==> src/rtl/tune_pkg.sv <==
package tune_pkg;
  typedef enum logic [1:0] {
    ST_IDLE = 2'd0,
    ST_REQ  = 2'd1,
    ST_WAIT = 2'd2,
    ST_END  = 2'd3
  } tune_state_e;
endpackage

==> src/rtl/tune_edge_track.sv <==
module tune_edge_track #(
  parameter int IDX_W = 3
) (
  input  logic             clk,
  input  logic             rst,
  input  logic             clr,
  input  logic             upd,
  input  logic [IDX_W-1:0] idx,
  input  logic             pass,
  output logic [IDX_W-1:0] rise,
  output logic             rise_vld,
  output logic [IDX_W-1:0] fall,
  output logic             fall_vld,
  output logic             any_pass,
  output logic             both_next
);
  logic prev_pass;
  logic set_rise, set_fall;

  // edges only exist between two tried indices
  always_comb begin
    set_rise  = upd && (idx != '0) && pass && !prev_pass;
    set_fall  = upd && (idx != '0) && !pass && prev_pass;
    both_next = (rise_vld || set_rise) && (fall_vld || set_fall);
  end

  always_ff @(posedge clk) begin
    if (rst || clr) begin
      rise      <= '0;
      rise_vld  <= 1'b0;
      fall      <= '0;
      fall_vld  <= 1'b0;
      any_pass  <= 1'b0;
      prev_pass <= 1'b0;
    end else if (upd) begin
      prev_pass <= pass;
      if (pass) any_pass <= 1'b1;
      if (set_rise) begin
        rise     <= idx;
        rise_vld <= 1'b1;
      end
      if (set_fall) begin
        fall     <= idx - IDX_W'(1);
        fall_vld <= 1'b1;
      end
    end
  end
endmodule

==> src/rtl/tune_midpoint.sv <==
module tune_midpoint #(
  parameter int PHASES = 8,
  parameter int IDX_W  = 3
) (
  input  logic [IDX_W-1:0] rise,
  input  logic             rise_vld,
  input  logic [IDX_W-1:0] fall,
  input  logic             fall_vld,
  output logic [IDX_W-1:0] pick
);
  localparam int SUM_W = IDX_W + 1;
  localparam logic [SUM_W-1:0] TOP = SUM_W'(PHASES - 1);

  logic [SUM_W-1:0] r_eff, f_eff, sum_rf, sum_rt;

  always_comb begin
    // missing points fall back to the ends of the range
    r_eff  = rise_vld ? {1'b0, rise} : '0;
    f_eff  = fall_vld ? {1'b0, fall} : TOP;
    sum_rf = r_eff + f_eff;
    sum_rt = r_eff + TOP;
    if (f_eff >= r_eff)
      pick = IDX_W'(sum_rf >> 1);
    else if (sum_rf > TOP)
      pick = IDX_W'(f_eff >> 1);
    else
      pick = IDX_W'(sum_rt >> 1);
  end
endmodule

==> src/rtl/tune_phase_ctrl.sv <==
module tune_phase_ctrl #(
  parameter int PHASES = 8,
  parameter int CLR_W  = 17,
  parameter int IDX_W  = $clog2(PHASES)
) (
  input  logic             clk,
  input  logic             rst,
  input  logic             start,
  output logic [CLR_W-1:0] int_clr,
  output logic             trial_req,
  output logic [IDX_W-1:0] phase_idx,
  input  logic             trial_done,
  input  logic             trial_pass,
  output logic             done,
  output logic             error,
  output logic [IDX_W-1:0] final_idx
);
  import tune_pkg::*;

  localparam logic [CLR_W-1:0] CLR_ALL  = {CLR_W{1'b1}};
  localparam logic [IDX_W-1:0] LAST_IDX = IDX_W'(PHASES - 1);

  tune_state_e      state;
  logic             accept, upd;
  logic [IDX_W-1:0] rise, fall, pick;
  logic             rise_vld, fall_vld, any_pass, both_next;

  assign accept = (state == ST_IDLE) && start;
  assign upd    = (state == ST_WAIT) && trial_done;

  tune_edge_track #(.IDX_W(IDX_W)) u_edges (
    .clk      (clk),
    .rst      (rst),
    .clr      (accept),
    .upd      (upd),
    .idx      (phase_idx),
    .pass     (trial_pass),
    .rise     (rise),
    .rise_vld (rise_vld),
    .fall     (fall),
    .fall_vld (fall_vld),
    .any_pass (any_pass),
    .both_next(both_next)
  );

  tune_midpoint #(.PHASES(PHASES), .IDX_W(IDX_W)) u_mid (
    .rise    (rise),
    .rise_vld(rise_vld),
    .fall    (fall),
    .fall_vld(fall_vld),
    .pick    (pick)
  );

  always_ff @(posedge clk) begin
    if (rst) begin
      state     <= ST_IDLE;
      phase_idx <= '0;
      trial_req <= 1'b0;
      int_clr   <= '0;
      done      <= 1'b0;
      error     <= 1'b0;
      final_idx <= '0;
    end else begin
      done      <= 1'b0;
      trial_req <= 1'b0;
      int_clr   <= '0;
      case (state)
        ST_IDLE: begin
          if (start) begin
            phase_idx <= '0;
            int_clr   <= CLR_ALL;
            error     <= 1'b0;
            state     <= ST_REQ;
          end
        end
        ST_REQ: begin
          trial_req <= 1'b1;
          state     <= ST_WAIT;
        end
        ST_WAIT: begin
          if (trial_done) begin
            int_clr <= CLR_ALL;
            if (both_next || (phase_idx == LAST_IDX)) begin
              state <= ST_END;
            end else begin
              phase_idx <= phase_idx + IDX_W'(1);
              state     <= ST_REQ;
            end
          end
        end
        ST_END: begin
          done  <= 1'b1;
          state <= ST_IDLE;
          if (any_pass) final_idx <= pick;
          else          error     <= 1'b1;
        end
        default: state <= ST_IDLE;
      endcase
    end
  end
endmodule

==> config.mk <==
export PLATFORM = sky130hd
export DESIGN_NAME = tune_phase_ctrl
export DESIGN_NICKNAME = d
export VERILOG_FILES = /design/src/rtl/tune_pkg.sv /design/src/rtl/tune_edge_track.sv /design/src/rtl/tune_midpoint.sv /design/src/rtl/tune_phase_ctrl.sv
export SDC_FILE = /design/constraint.sdc
export NUM_CORES = 1
export LEC_CHECK = 0
export ABC_AREA = 1
export BUFFER_PORTS_ARGS = -buffer_cell sky130_fd_sc_hd__clkbuf_2
export CORE_AREA = 3 3 46 68
export DETAILED_ROUTE_END_ITERATION = 12
export DIE_AREA = 0 0 49 71
export PLACE_DENSITY_LB_ADDON = 0.3
export SLEW_MARGIN = 20
export SYNTH_ARGS = -nofsm -noshare
export SYNTH_HDL_FRONTEND = slang
export SYNTH_SLANG_ARGS = --single-unit
==> constraint.sdc <==
create_clock -name clk -period 2.21 [get_ports clk]
set_input_delay 0.442 -clock clk [delete_from_list [all_inputs] [get_ports clk]]
set_output_delay 0.442 -clock clk [all_outputs]
set_load 0.05 [all_outputs]
# --- Word level (Yosys, flattened, before mapping) ---
# Index checks and enable logic that the tools add are counted.
classes:
  add_sub_neg: 4
  multipliers: 0
  n_div: 0
  magnitude_cmp: 2
  n_eq_ne: 8
  shifts: 0
  muxes: 20
  n_bitwise: 0
  n_reduce_logical: 25
ops:
  columns: ["cell", "n"]
  rows:
  - ["17-bit two-way mux", 2]
  - ["17-bit case mux with 2 select lines", 1]
  - ["3-bit two-way mux", 7]
  - ["2-bit AND reduction", 5]
  - ["1-bit logical AND", 8]
  - ["2-bit != test (second input constant)", 4]
  - ["2-bit case mux with 4 select lines", 1]
  - ["2-bit two-way mux", 3]
  - ["3-bit case mux with 2 select lines", 1]
  - ["4-bit by 3-bit adder with 4-bit output (second input constant)", 1]
  - ["4-bit adder", 1]
  - ["2-bit == test (second input constant)", 2]
  - ["4-bit >= comparator", 1]
  - ["4-bit by 3-bit > comparator with 1-bit output (second input constant)", 1]
  - ["1-bit logical OR", 4]
  - ["1-bit two-way mux", 4]
  - ["4-bit AND reduction", 1]
  - ["2-bit nonzero test", 2]
  - ["3-bit by 1-bit adder with 3-bit output (second input constant)", 1]
  - ["3-bit == test (second input constant)", 1]
  - ["3-bit AND reduction", 1]
  - ["3-bit nonzero test", 1]
  - ["3-bit by 1-bit subtractor with 3-bit output (second input constant)", 1]
  - ["2-bit by 1-bit == test with 1-bit output (second input constant)", 1]
  - ["3 further kinds", 4]
totals:
  regBits: 38
  latch_bits: 0
  ramBits: 0
  mem_bits_ro: 0
  inputBits: 5
  word_cells: 72
  mem_count: 0

# --- Logic depth before layout (Yosys ltp) ---
depth:
  ltp_word: 11
  depth_mapped: 13
  depth_no_buf: 13

# --- By module ---
# Synthesis repeated with hierarchy kept, for this count alone.
hier_totals:
  hier_cells: 208
  hier_area_um2: 1447.6
by_module_without_submodules:
  columns: ["mod", "n_inst", "cells_each", "area_each_um2", "seq_area_each_um2"]
  rows:
  - ["tune_phase_ctrl", 1, 77, 638.1, 240.2]
  - ["tune_edge_track", 1, 71, 481.7, 200.2]
  - ["tune_midpoint", 1, 60, 327.8, 0.0]

# --- Worst setup path after synthesis ---
# Ideal clock, no wire load.
synth_timing:
  path_type: "reg2reg"
  from: "register phase_idx[0]"
  to: "register phase_idx[2]"
  setup_time_ps: 117
  arrival_ps: 1776
  t_required_ps: 2093
  slack_ps: 317
  path_stages_with_launch: 13
  path_buffers: 0
  synth_period_minus_slack_ps: 1893
  cell_sequence: "dfxtp_1 -> inv_1 -> ha_1 -> inv_1 -> nor2_1 -> nor2_1 -> nand2_2 -> nand2_1 -> nand2_1 -> nand2_1 -> nand2_2 -> a21oi_1 -> nor2_1"
synth_between:
  elab_chain_cells: 9
  word_cells_on_any_way: 17
  cone_classes: "add/sub: 1; eq/ne: 2; mux: 3; reduce/logical: 11"
synth_lines:
  columns: ["item", "line", "source"]
  rows:
  - ["start: declaration", "tune_phase_ctrl.sv:11", "output logic [IDX_W-1:0] phase_idx,"]
  - ["start signal: assignment", "tune_phase_ctrl.sv:86", "phase_idx <= phase_idx + IDX_W'(1);"]
  - ["3-bit nonzero test", "tune_edge_track.sv:22, tune_edge_track.sv:23", null]
  - ["1-bit logical AND", "tune_edge_track.sv:22, tune_edge_track.sv:23", null]
  - ["1-bit logical AND (on tied branches) (2 in a row)", "tune_edge_track.sv:22, tune_edge_track.sv:23", null]
  - ["1-bit logical OR", "tune_edge_track.sv:24", "both_next = (rise_vld || set_rise) && (fall_vld || set_fall);"]
  - ["1-bit logical AND", "tune_edge_track.sv:24", null]
  - ["1-bit logical OR", "tune_phase_ctrl.sv:83", "if (both_next || (phase_idx == LAST_IDX)) begin"]
  - ["2-bit != test (no line)", null, null]
  - ["4-bit AND reduction (no line)", null, null]
# Parallel ways exist; a longest one is shown, timed or not. The select of a mux whose other input is x is not followed.
# A chain may end at the register's enable or synchronous reset.

# --- Worst setup path after layout ---
layout_timing:
  from: "register u_edges.fall_vld"
  to: "register final_idx[0]"
layout_between:
  elab_chain_cells: 5
  word_cells_on_any_way: 6
  cone_classes: "add/sub: 1; order compare: 2; mux: 3"
layout_lines:
  columns: ["item", "line", "source"]
  rows:
  - ["start: declaration", "tune_edge_track.sv:13", "output logic fall_vld,"]
  - ["start signal: assignment", "tune_edge_track.sv:32", "fall_vld <= 1'b0;"]
  - ["start signal: assignment", "tune_edge_track.sv:44", "fall_vld <= 1'b1;"]
  - ["3-bit two-way mux (*)", "tune_midpoint.sv:19", "f_eff = fall_vld ? {1'b0, fall} : TOP;"]
  - ["4-bit adder", "tune_midpoint.sv:20", "sum_rf = r_eff + f_eff;"]
  - ["4-bit by 3-bit > comparator with 1-bit output", "tune_midpoint.sv:24", "else if (sum_rf > TOP)"]
  - ["3-bit two-way mux", "tune_midpoint.sv:24", null]
  - ["3-bit two-way mux (*)", "tune_midpoint.sv:22", "if (f_eff >= r_eff)"]
  - ["end signal: assignment", "tune_phase_ctrl.sv:94", "if (any_pass) final_idx <= pick;"]
  - ["end: declaration", "tune_phase_ctrl.sv:16", "output logic [IDX_W-1:0] final_idx"]
# Every way passes the cells marked *; elsewhere a longest branch is shown, timed or not.

==> flow_metrics.tcl <==
set metrics [dict create \
    status "finished clean" \
    count_of_buffers_inserted_at_the_top_level_ports 30 \
    layout.cells.most_common "sky130_fd_sc_hd__clkbuf_2" \
    ctsResizeCount 0 \
    met3RoutedLength_um 54 \
    drt_pre_antenna_iters 4 \
    max_slew.worst_pin.slew_ns 0.439 \
    worstPathArrival_ns 2.12 \
    grt_overflow 0 \
    synth_top_family_by_area "simple AND/OR/NAND/NOR gates" \
    share_of_the_synthesized_area_in_the_top_cell_type_pct 34.9 \
    detail_route.wirelength.met1_um 937 \
    post_route_cells_drive_above_1_share_pct 21.9 \
    clk_pin_slew_ns 0.08 \
    slew_viols_final 0 \
    synth.cell_area_um2 1260 \
    synth-edff-count 0 \
    final_nets 205 \
    fin_setup_tns_ns 0 \
    layout_common_cells "sky130_fd_sc_hd__clkbuf_2, sky130_fd_sc_hd__nand2_1, sky130_fd_sc_hd__inv_1" \
    final_hold_violations 0 \
    grt_first_pass_wirelength_mm 4.06 \
    n_fill_cell 284 \
    worstSkewPairLatency_ns 0.26 \
    ir_worst_vdd_mv 0.559 \
    overall_die_height_um 71 \
    antennaDiodeCount 0 \
    synth.net_count 186 \
    netlist.top_cell.by_area "sky130_fd_sc_hd__dfxtp_1" \
    postCtsSetupRepairBufs 0 \
    post_route_antenna_net_violation_count 0 \
    detail_route.wl_per_cell_um 10.8 \
    fin_skew_ns 0.00466 \
    synth_xor_xnor_area_share_pct 2.08 \
    synth_compound_area_share_pct 15.9 \
    dr_total_vias 1052 \
    postLayoutCellArea_um2 1410 \
    postSynth.asyncResetShare_pct 0 \
    type_of_element_launching_the_critical_path "register" \
    clock_tree.root_cell "sky130_fd_sc_hd__clkbuf_8" \
    crit_path_top_delay_cell "sky130_fd_sc_hd__dfxtp_1" \
    drc 0 \
    syn_area_per_cell_um2 7.48 \
    fraction_of_the_core_area_covered_by_cells_at_the_end_of_the_flow_pct 52.7 \
    grt_setup_unrepaired "false" \
    finalWirelength_mm 2.42 \
    yosys-mux-area-fraction_pct 0 \
    numCtsBuffers 3 \
    synth_simple_gate_area_share_pct 17.4 \
    clkSinkCount 22 \
    antenna_violations_before_repair 0 \
    viasPerCell 4.70 \
    post_synthesis_sequential_element_count 22 \
    first_global_vias 999 \
    cts_buffer_depth 2 \
    cts_tree "done" \
    layout_worst_path_cycle_share_pct 89.1 \
    setup-violations-final 0 \
    dp_hpwl_mm 1.99 \
    post_synth_num_cell_types 23 \
    post_synthesis_cell_count 169 \
    floorplan.initialDensity_pct 47.2 \
    cts_htree_levels 1 \
    gp_routability_congestion 0.784 \
    timing.critical_path.required_ns 2.36 \
    synthTopCellsByArea "sky130_fd_sc_hd__dfxtp_1, sky130_fd_sc_hd__ha_1, sky130_fd_sc_hd__buf_4, sky130_fd_sc_hd__nand2_1, sky130_fd_sc_hd__inv_1" \
    power.leakage_uw 0.000709 \
    yosysWarningCount 0 \
    timing.critical_path.fanout_max 4 \
    endpoint_kind "register" \
    gr-usage-all-layers_pct 14.5 \
    dieArea_um2 3480 \
    cp_cell_sequence "inv_1, or2_2, ha_1, a21o_1, a21oi_1, inv_1, a21boi_0, a21oi_1" \
    synth_top_flop_cell "sky130_fd_sc_hd__dfxtp_1" \
    die_width_um 49 \
    achievable-frequency_mhz 508 \
    fp-row-count 23 \
    worst_hold_slack_ns 0.426 \
    dr_wl_met2_mm 1.40 \
    period_needed_ns 1.97 \
    synth_fa_ha_area_share_pct 12.5 \
    timing.setup.critical_path_class "register to register" \
    drv.max_cap_violation_count 0 \
    cts_hold_buffers 0 \
    dpl_cell_area_um2 1340 \
    maximum_number_of_pins_on_one_net_before_global_route_repair 18 \
    hold_path_class "input port to register" \
    worst_slew_margin_rel_pct 70.7 \
    timing.critical_path.slowest_cell_delay_ns 0.33 \
    synth.yosys.seq_area_share_pct 34.9 \
    highest_layer "met4" \
    io-pin-count 31 \
    drt_first_iter_violations 27 \
    syn_to_final_growth_pct 11.7 \
    power_per_cell_area_nw_per_um2 708 \
    fp.coreArea_um2 2680 \
]
## metal layers
metal	track usage [%]	vias up
met1	14.0	478
met5	0	-
met4	3.80	0
li1	-	554
met3	2.53	4
met2	30.4	16
## cells in the mapped netlist, types with 2 or more instances
master / count
sky130_fd_sc_hd__a21oi_1: 17
sky130_fd_sc_hd__buf_4: 16
sky130_fd_sc_hd__dfxtp_1: 22
sky130_fd_sc_hd__ha_1: 11
sky130_fd_sc_hd__inv_1: 24
sky130_fd_sc_hd__inv_2: 2
sky130_fd_sc_hd__nand2_1: 27
sky130_fd_sc_hd__nand2_2: 2
sky130_fd_sc_hd__nand3_1: 4
sky130_fd_sc_hd__nor2_1: 18
sky130_fd_sc_hd__o21ai_0: 12
sky130_fd_sc_hd__xor2_1: 3
## sequential cells by signal (all words and copies together) (netlist names)
| name | cells |
|---|---|
| int_clr | 1 |
| u_edges.any_pass | 1 |
| final_idx | 3 |
| u_edges.rise_vld | 1 |
| u_edges.fall_vld | 1 |
| error | 1 |
| u_edges.fall | 3 |
| u_edges.prev_pass | 1 |
| state | 2 |
| u_edges.rise | 3 |
| done | 1 |
| phase_idx | 3 |
| trial_req | 1 |
## path summary, 6_finish.rpt
check / cells after the start / end / slack, ns / from
min: 2 / state[0]$_SDFFE_PP0P_ / 0.43 / rst
max: 8 / final_idx[0]$_SDFFE_PP0P_ / 0.24 / u_edges.fall_vld$_SDFFE_PP0P_
min reg2reg: 2 / u_edges.fall[2]$_SDFFE_PP0P_ / 0.46 / u_edges.fall[2]$_SDFFE_PP0P_
max reg2reg: 8 / final_idx[0]$_SDFFE_PP0P_ / 0.24 / u_edges.fall_vld$_SDFFE_PP0P_
## power by group
part | switching, µW | internal, µW
registers | 15.5 | 408
logic | 169 | 45.5
clock network | 120 | 242
total | 304 | 695
## area by class of cell
cell class                      count  area (µm²)  area share (%)
Multi-Input combinational cell    105         606            42.9
Inverter                           26        97.6            6.91
Timing Repair Buffer               30         150            10.6
Clock buffer                        3        41.3            2.93
Sequential cell                    22         440            31.2
Tap cell                           37        46.3            3.28
Clock inverter                      1        30.0            2.13
## stage by stage
stage	setup WS, ns	power, µW	instances
6_report	0.240	999	224
5_1_grt	0.0238	1040	224
4_1_cts	0.240	1010	224
3_5_place_dp	0.240	648	220
3_3_place_gp	0.367	644	220
2_1_floorplan	0.317	629	169
## worst max-delay path, delay by kind of cell (launching register included)
family                     cells  cell delay [ns]
DFF                            1             0.33
AOI/OAI and AO/OA              4             0.70
buffers and inverters          2             0.19
adders and majority gates      1             0.33
and+or+nand+nor                1             0.33
## logic make-up (layout without fill, tap and decap cells)
logic type | count (synthesis) | count (layout)
xor+xnor | 3 | 3
compound gates | 36 | 36
simple gates | 54 | 54
buf+inv | 42 | 60
fa+ha+maj | 12 | 12
flops | 22 | 22
Note: power is estimated with default switching activity, not from simulation.
